## src/rtl/sec_intake_pkg.sv

```systemverilog
package sec_intake_pkg;
  localparam int WORD_W   = 64;
  localparam int TAG_W    = 3;
  localparam int ID_W     = 7;
  localparam int ERR_W    = 9;
  localparam int ADDR_W   = 40;
  localparam int TAG_LSB  = 61;
  localparam int ID_LSB   = 54;
  localparam int LOAD_BIT = 45;

  // instruction word fields
  localparam int CPHR_LSB   = 32;
  localparam int MODE_LSB   = 29;
  localparam int NEWKEY_BIT = 28;
  localparam int CSRC_LSB   = 17;
  localparam int CKS_BIT    = 16;
  localparam int MASK_LSB   = 0;

  // error bit indices
  localparam int E_CIPHER = 0;
  localparam int E_MODE   = 1;
  localparam int E_CSRC   = 2;
  localparam int E_MASK   = 3;
  localparam int E_RSVD   = 4;
  localparam int E_RDERR  = 7;
  localparam int E_FRAME  = 8;
  localparam int E_NOLOAD = 8;

  localparam logic [2:0] MODE_CFB = 3'd2;

  typedef struct packed {
    logic [2:0] cipher;
    logic [2:0] mode;
    logic       new_key;
    logic       cks_en;
    logic [1:0] cks_src;
    logic [7:0] mask;
    logic       rsvd_hit;
  } instr_dec_t;

  function automatic instr_dec_t decode_instr(input logic [WORD_W-1:0] w);
    instr_dec_t d;
    d.cipher   = w[CPHR_LSB +: 3];
    d.mode     = w[MODE_LSB +: 3];
    d.new_key  = w[NEWKEY_BIT];
    d.cks_en   = w[CKS_BIT];
    d.cks_src  = w[CSRC_LSB +: 2];
    d.mask     = w[MASK_LSB +: 8];
    d.rsvd_hit = (|w[63:37]) | (|w[15:14]);
    return d;
  endfunction
endpackage

```

## src/rtl/sec_word_slot.sv

```systemverilog
module sec_word_slot
  import sec_intake_pkg::*;
(
  input  logic              clk_i,
  input  logic              rst_ni,
  input  logic              valid_i,
  input  logic [WORD_W-1:0] data_i,
  output logic              ready_o,
  input  logic              clr_i,
  output logic              full_o,
  output logic [WORD_W-1:0] data_o
);
  logic              full_q;
  logic [WORD_W-1:0] data_q;

  always_ff @(posedge clk_i or negedge rst_ni) begin
    if (!rst_ni) begin
      full_q <= 1'b0;
      data_q <= '0;
    end else if (clr_i) begin
      full_q <= 1'b0;
    end else if (valid_i && !full_q) begin
      full_q <= 1'b1;
      data_q <= data_i;
    end
  end

  assign ready_o = !full_q;
  assign full_o  = full_q;
  assign data_o  = data_q;

  AST_SLOT_HOLD: assert property (@(posedge clk_i) disable iff (!rst_ni)
    full_q && !clr_i |=> full_q && $stable(data_q));
  AST_SLOT_CLEAR: assert property (@(posedge clk_i) disable iff (!rst_ni)
    clr_i |=> !full_q);
endmodule

```

## src/rtl/sec_instr_check.sv

```systemverilog
module sec_instr_check
  import sec_intake_pkg::*;
#(
  parameter logic [TAG_W-1:0] TAG_SOP = 3'b001,
  parameter logic [TAG_W-1:0] TAG_EOP = 3'b010
) (
  input  logic [WORD_W-1:0] instr_i,
  input  logic [TAG_W-1:0]  tag0_i,
  input  logic [TAG_W-1:0]  tag1_i,
  input  logic              load_i,
  input  logic              rd_err_i,
  output logic [ERR_W-1:0]  ctl_err_o,
  output logic [ERR_W-1:0]  dat_err_o
);
  instr_dec_t d;
  logic       is_aes;

  always_comb begin
    d         = decode_instr(instr_i);
    is_aes    = (d.cipher >= 3'd3) && (d.cipher <= 3'd5);
    ctl_err_o = '0;
    ctl_err_o[E_CIPHER] = d.cipher[2] & d.cipher[1];
    ctl_err_o[E_MODE]   = ((d.mode >= 3'd2) && (d.mode <= 3'd4) && !is_aes)
                          || (d.mode >= 3'd5);
    ctl_err_o[E_CSRC]   = d.cks_en & d.cks_src[1];
    ctl_err_o[E_MASK]   = is_aes && (d.mode == MODE_CFB) && d.new_key
                          && d.mask[7] && (|d.mask[6:0]);
    ctl_err_o[E_RSVD]   = d.rsvd_hit;
    ctl_err_o[E_RDERR]  = rd_err_i;
    ctl_err_o[E_FRAME]  = (tag0_i != TAG_SOP) || (tag1_i != TAG_EOP);
    dat_err_o = '0;
    dat_err_o[E_RDERR]  = rd_err_i;
    dat_err_o[E_NOLOAD] = !load_i;
  end
endmodule

```

## src/rtl/sec_rsp_pack.sv

```systemverilog
module sec_rsp_pack
  import sec_intake_pkg::*;
#(
  parameter logic [TAG_W-1:0] RSP_TAG  = 3'b011,
  parameter int               LINE_LSB = 5
) (
  input  logic [WORD_W-1:0] desc_i,
  input  logic [ID_W-1:0]   id_i,
  input  logic [ERR_W-1:0]  err_i,
  output logic [WORD_W-1:0] rsp_o
);
  assign rsp_o = {RSP_TAG, id_i, 2'b00, desc_i[TAG_LSB +: TAG_W], err_i,
                  desc_i[ADDR_W-1:LINE_LSB], {LINE_LSB{1'b0}}};
endmodule

```

## src/rtl/sec_cmd_intake.sv

```systemverilog
module sec_cmd_intake
  import sec_intake_pkg::*;
#(
  parameter logic [2:0] TAG_SOP  = 3'b001,
  parameter logic [2:0] TAG_EOP  = 3'b010,
  parameter logic [2:0] RSP_TAG  = 3'b011,
  parameter int         LINE_LSB = 5
) (
  input  logic        clk_i,
  input  logic        rst_ni,
  input  logic        cmd0_valid_i,
  output logic        cmd0_ready_o,
  input  logic [63:0] cmd0_data_i,
  input  logic        cmd1_valid_i,
  output logic        cmd1_ready_o,
  input  logic [63:0] cmd1_data_i,
  input  logic        instr_valid_i,
  output logic        instr_ready_o,
  input  logic [63:0] instr_data_i,
  input  logic        rd_err_i,
  output logic        rsp_valid_o,
  input  logic        rsp_ready_i,
  output logic [63:0] rsp_ctl_o,
  output logic [63:0] rsp_dat_o
);
  localparam int NSLOT = 3;
  localparam int NRSP  = 2;

  logic [NSLOT-1:0]  s_vld, s_rdy, s_full;
  logic [WORD_W-1:0] s_din [NSLOT];
  logic [WORD_W-1:0] s_q   [NSLOT];
  logic [ERR_W-1:0]  err   [NRSP];
  logic [WORD_W-1:0] pk    [NRSP];
  logic              launch, rd_err_q, rd_err_any, rsp_valid_q;
  logic [WORD_W-1:0] rsp_ctl_q, rsp_dat_q;

  assign s_vld    = {instr_valid_i, cmd1_valid_i, cmd0_valid_i};
  assign s_din[0] = cmd0_data_i;
  assign s_din[1] = cmd1_data_i;
  assign s_din[2] = instr_data_i;
  assign {instr_ready_o, cmd1_ready_o, cmd0_ready_o} = s_rdy;

  assign launch = (&s_full) && (!rsp_valid_q || rsp_ready_i);

  for (genvar g = 0; g < NSLOT; g++) begin : g_slot
    sec_word_slot u_slot (
      .clk_i   (clk_i),
      .rst_ni  (rst_ni),
      .valid_i (s_vld[g]),
      .data_i  (s_din[g]),
      .ready_o (s_rdy[g]),
      .clr_i   (launch),
      .full_o  (s_full[g]),
      .data_o  (s_q[g])
    );
  end

  // sticky read error, collected between launches
  always_ff @(posedge clk_i or negedge rst_ni) begin
    if (!rst_ni)     rd_err_q <= 1'b0;
    else if (launch) rd_err_q <= 1'b0;
    else if (rd_err_i) rd_err_q <= 1'b1;
  end
  assign rd_err_any = rd_err_q | rd_err_i;

  sec_instr_check #(.TAG_SOP(TAG_SOP), .TAG_EOP(TAG_EOP)) u_check (
    .instr_i   (s_q[2]),
    .tag0_i    (s_q[0][TAG_LSB +: TAG_W]),
    .tag1_i    (s_q[1][TAG_LSB +: TAG_W]),
    .load_i    (s_q[1][LOAD_BIT]),
    .rd_err_i  (rd_err_any),
    .ctl_err_o (err[0]),
    .dat_err_o (err[1])
  );

  for (genvar r = 0; r < NRSP; r++) begin : g_pack
    sec_rsp_pack #(.RSP_TAG(RSP_TAG), .LINE_LSB(LINE_LSB)) u_pack (
      .desc_i (s_q[r]),
      .id_i   (s_q[0][ID_LSB +: ID_W]),
      .err_i  (err[r]),
      .rsp_o  (pk[r])
    );
  end

  always_ff @(posedge clk_i or negedge rst_ni) begin
    if (!rst_ni) begin
      rsp_valid_q <= 1'b0;
      rsp_ctl_q   <= '0;
      rsp_dat_q   <= '0;
    end else if (launch) begin
      rsp_valid_q <= 1'b1;
      rsp_ctl_q   <= pk[0];
      rsp_dat_q   <= pk[1];
    end else if (rsp_ready_i) begin
      rsp_valid_q <= 1'b0;
    end
  end

  assign rsp_valid_o = rsp_valid_q;
  assign rsp_ctl_o   = rsp_ctl_q;
  assign rsp_dat_o   = rsp_dat_q;

  AST_RSP_HOLD: assert property (@(posedge clk_i) disable iff (!rst_ni)
    rsp_valid_o && !rsp_ready_i |=> rsp_valid_o && $stable(rsp_ctl_o) && $stable(rsp_dat_o));
  AST_RSP_NEEDS_ALL: assert property (@(posedge clk_i) disable iff (!rst_ni)
    !rsp_valid_o ##1 rsp_valid_o |-> $past(&s_full));
  AST_LINE_ALIGN: assert property (@(posedge clk_i) disable iff (!rst_ni)
    rsp_valid_o |-> (rsp_ctl_o[LINE_LSB-1:0] == '0) && (rsp_dat_o[LINE_LSB-1:0] == '0));
  AST_PAD_ZERO: assert property (@(posedge clk_i) disable iff (!rst_ni)
    rsp_valid_o |-> (rsp_ctl_o[53:52] == 2'b00) && (rsp_dat_o[53:52] == 2'b00));
  AST_RDERR_BOTH: assert property (@(posedge clk_i) disable iff (!rst_ni)
    rsp_valid_o |-> rsp_ctl_o[47] == rsp_dat_o[47]);
endmodule

```

## config.mk

```make
export PLATFORM = sky130hd
export DESIGN_NAME = sec_cmd_intake
export DESIGN_NICKNAME = d
export VERILOG_FILES = /design/src/rtl/sec_intake_pkg.sv /design/src/rtl/sec_word_slot.sv /design/src/rtl/sec_instr_check.sv /design/src/rtl/sec_rsp_pack.sv /design/src/rtl/sec_cmd_intake.sv
export SDC_FILE = /design/constraint.sdc
export NUM_CORES = 1
export LEC_CHECK = 0
export ABC_AREA = 0
export BUFFER_PORTS_ARGS = -buffer_cell sky130_fd_sc_hd__buf_4
export CAP_MARGIN = 20
export CORE_ASPECT_RATIO = 0.5
export CORE_MARGIN = 1
export CORE_UTILIZATION = 53
export DETAILED_ROUTE_END_ITERATION = 12
export PLACE_DENSITY = 0.85
export SYNTH_ARGS = -nofsm -noshare
export SYNTH_HDL_FRONTEND = slang
export SYNTH_SLANG_ARGS = --single-unit
```

## constraint.sdc

```tcl
create_clock -name clk_i -period 2.5 [get_ports clk_i]
set_input_delay 0.5 -clock clk_i [delete_from_list [all_inputs] [get_ports clk_i]]
set_output_delay 0.5 -clock clk_i [all_outputs]
set_load 0.01 [all_outputs]
```

==> run summary <==
CTS tree: built
Critical Path Start Type: flop
Slew headroom: 62.2%
# nets final: 999
WL final: 17.9 mm
CP startpoint: g_slot[1].u_slot.full_o
die height: 93.4 µm
CTS Buf Count: 20
reg2reg start: g_slot[1].u_slot.full_o
gr usage total: 21.9%
Max FO, Critical Path: 34
Post-synth EDFFs: 0
syn avg cell area: 15.9 µm²
DR iter-0 viols: 165
antenna-violating nets left: 0
crit-path max cell delay: 470 ps
Min-Delay Startpoint: cmd1_data_i[39]
GP Congestion: 0.769
CP max stage cell: dfrtp_1
core area: 15900 µm²
setup bufs post-CTS: 0
Leak: 5.26 nW
die area: 17200 µm²
outcome: finished clean
Die Wd: 185 µm
largest family of logic cells by synthesized area: multiplexers
Max clock buf depth: 3
FF+latch count, synth: 227
fmax: 533 MHz
measured slew at the worst slew-check pin: 566 ps
Synth Instances: 558
ys flop type: dfrtp_1
Adder-Cell Fraction of Synth Area: 0%
Peak VDD IR: 0.000710 V
DRT Pass-1 Iters: 4
final core occ: 72.3%
unrepaired setup endpoints after global routing: false
IO buf count: 243
Setup TNS: 0 ps
FFs w/ async S/R, synth: 100%
Final Hold Viols: 0
Setup Viol. Count Final: 0
initial antenna violation count: 0
crit end category: flop
io pins: 331
fraction of layout cells with a size suffix above 1: 57.4%
Synth Area in Simple Gates: 2.45%
sequential share of the synthesized area: 64.2%
final period utilization: 75.1%
XOR/XNOR Fraction of Synth Area: 0%
effective utilization at floorplan: 55.8%
Mapped Area: 8850 µm²
Max H-tree Level: 1
clock sink count: 227
# diodes: 0
first-pass GRT wire length: 29.5 mm
PD cells: 1300 nW/µm²
vias in the first global route: 5657
Synth Area in Compound Gates: 1.07%
Worst EP required: 2870 ps
critical path class: reg -> reg
post-synth cell types: 32
Min-Delay Path Class: in -> reg
CP arrival: 2250 ps
P&R area growth vs syn: 29.5%
largest net degree at the start of global routing: 71
post-DP HPWL: 12.4 mm
GRT overflow: 0
mux cell area share after synthesis: 27.4%
Avg WL per Cell: 17.3 µm
CP cell instances: nand3_2 > nor2_4 > buf_4 > mux2_2
Rows: 32
number of remaining DRC errors: 0
via count: 5221
routed vias/inst: 5.05
Skew-Pair Late Insertion Delay: 490 ps
clock root cell: clkbuf_16
Max Cap Viol: 0
final slew viol count: 0
clock skew: 10.0 ps
crit path time final: 1880 ps
yosys warns: 0
Worst-path clk slew: 70 ps
[worst max-delay path, delay by kind of cell (launching register included)]
family	cells	cell delay, ps
buffers and inverters	1	430
DFF	1	470
muxes	1	390
and+or+nand+nor	2	450
[per-stage QoR]
stage                     cell area, µm²  std cells  power (mW)  hold slack (ps)  setup slack (ps)
after CTS                          11500       1034        15.1              225               597
after floorplan                     8940        582        9.77              204               863
after detailed placement           10800        998        12.0              456               595
after global placement             10800        998        11.7              446               619
after global routing               11500       1034        15.8              219               519
final                              11500       1034        14.9              240               622
[cell usage after synthesis (2+ instances only)]
master | instances | area [µm²]
o21ai_0 | 7 | 35.0
buf_6 | 4 | 45.0
inv_1 | 3 | 11.3
nor2b_1 | 3 | 18.8
nor3_1 | 2 | 10.0
nand3b_1 | 2 | 15.0
nand2b_1 | 4 | 25.0
nand4_1 | 2 | 12.5
dfrtp_1 | 227 | 5680
nand2_1 | 3 | 11.3
buf_4 | 37 | 278
mux2_2 | 178 | 2000
nor2_1 | 7 | 26.3
buf_2 | 19 | 95.1
mux2_1 | 37 | 417
nor4_1 | 7 | 43.8
[where the power goes]
group / switching [mW] / internal, mW / total, mW
Combinational: 2.16 / 3.18 / 5.34
Sequential: 1.01 / 5.56 / 6.57
Clock: 1.28 / 1.74 / 3.02
Total: 4.45 / 10.5 / 14.9
[layout by cell type, fill, tap and decap left out, drive strengths merged]
cell and n:
buf 255, dfrtp 227, mux2 215, clkbuf 31, conb 25, nor2 8
o21ai 7, nor4 7, nand2b 4, inv 3, nor2b 3, nand2 3
nand3b 2, nand4 2, nor3 2, clkinv 2, and2b 1, nand3 1
or2 1, nor4b 1, o21bai 1, o31a 1, nand4b 1, a21oi 1
a2111oi 1, a22o 1, a31oi 1, a211oi 1, o31ai 1, and2 1
bufinv 1, clkinvlp 1, dlygate4sd3 1
[layer usage]
layer | part of all wire, % | global-route usage [%] | wire length (µm)
met2 | 51 | 38.6 | 9160
met1 | 40 | 27.0 | 7170
met4 | 3.6 | 8.54 | 649
met5 | 0 | 0 | 0
met3 | 5.0 | 4.01 | 887
[path summary, 6_finish.rpt]
check / end / slack [ps] / cells past startpoint
max in group asynchronous: g_slot[2].u_slot.data_o[51] / 1150 / 3
worst min-delay path: g_slot[1].u_slot.data_o[39] / 240 / 2
worst max register to register: rsp_ctl_o[27] / 620 / 4
worst min register to register: rsp_dat_o[48] / 470 / 1
worst max-delay path: rsp_ctl_o[27] / 620 / 4
min in group asynchronous: g_slot[1].u_slot.data_o[9] / 540 / 2
[kinds of logic after synthesis]
logic type / after synthesis
other cells: 1
buf+inv: 63
compound gates: 15
mux: 215
flops: 227
simple gates: 37
[what timing repair did]
action | in CTS | in global routing
hold buffers | 1 | 0
hold endpoints to repair | 58 | 0
resized for setup | 0 | 0
[sequential cells by signal, indices dropped and copies added (netlist names)]
signal and cells:
rsp_ctl_o 44, g_slot.u_slot.full_o 3, rd_err_q 1, rsp_dat_o 48, g_slot.u_slot.data_o 130, rsp_valid_o 1
[area by class of cell]
class / count / area [µm²]
multi-input combinational: 292 / 2850
inverter: 3 / 11.3
tap: 221 / 277
timing repair buffer: 256 / 1990
sequential: 227 / 5680
clock buffer: 31 / 593
clock inverter: 4 / 47.5
fill: 1062 / 4400
No activity file was read; power rests on OpenSTA's default activity.
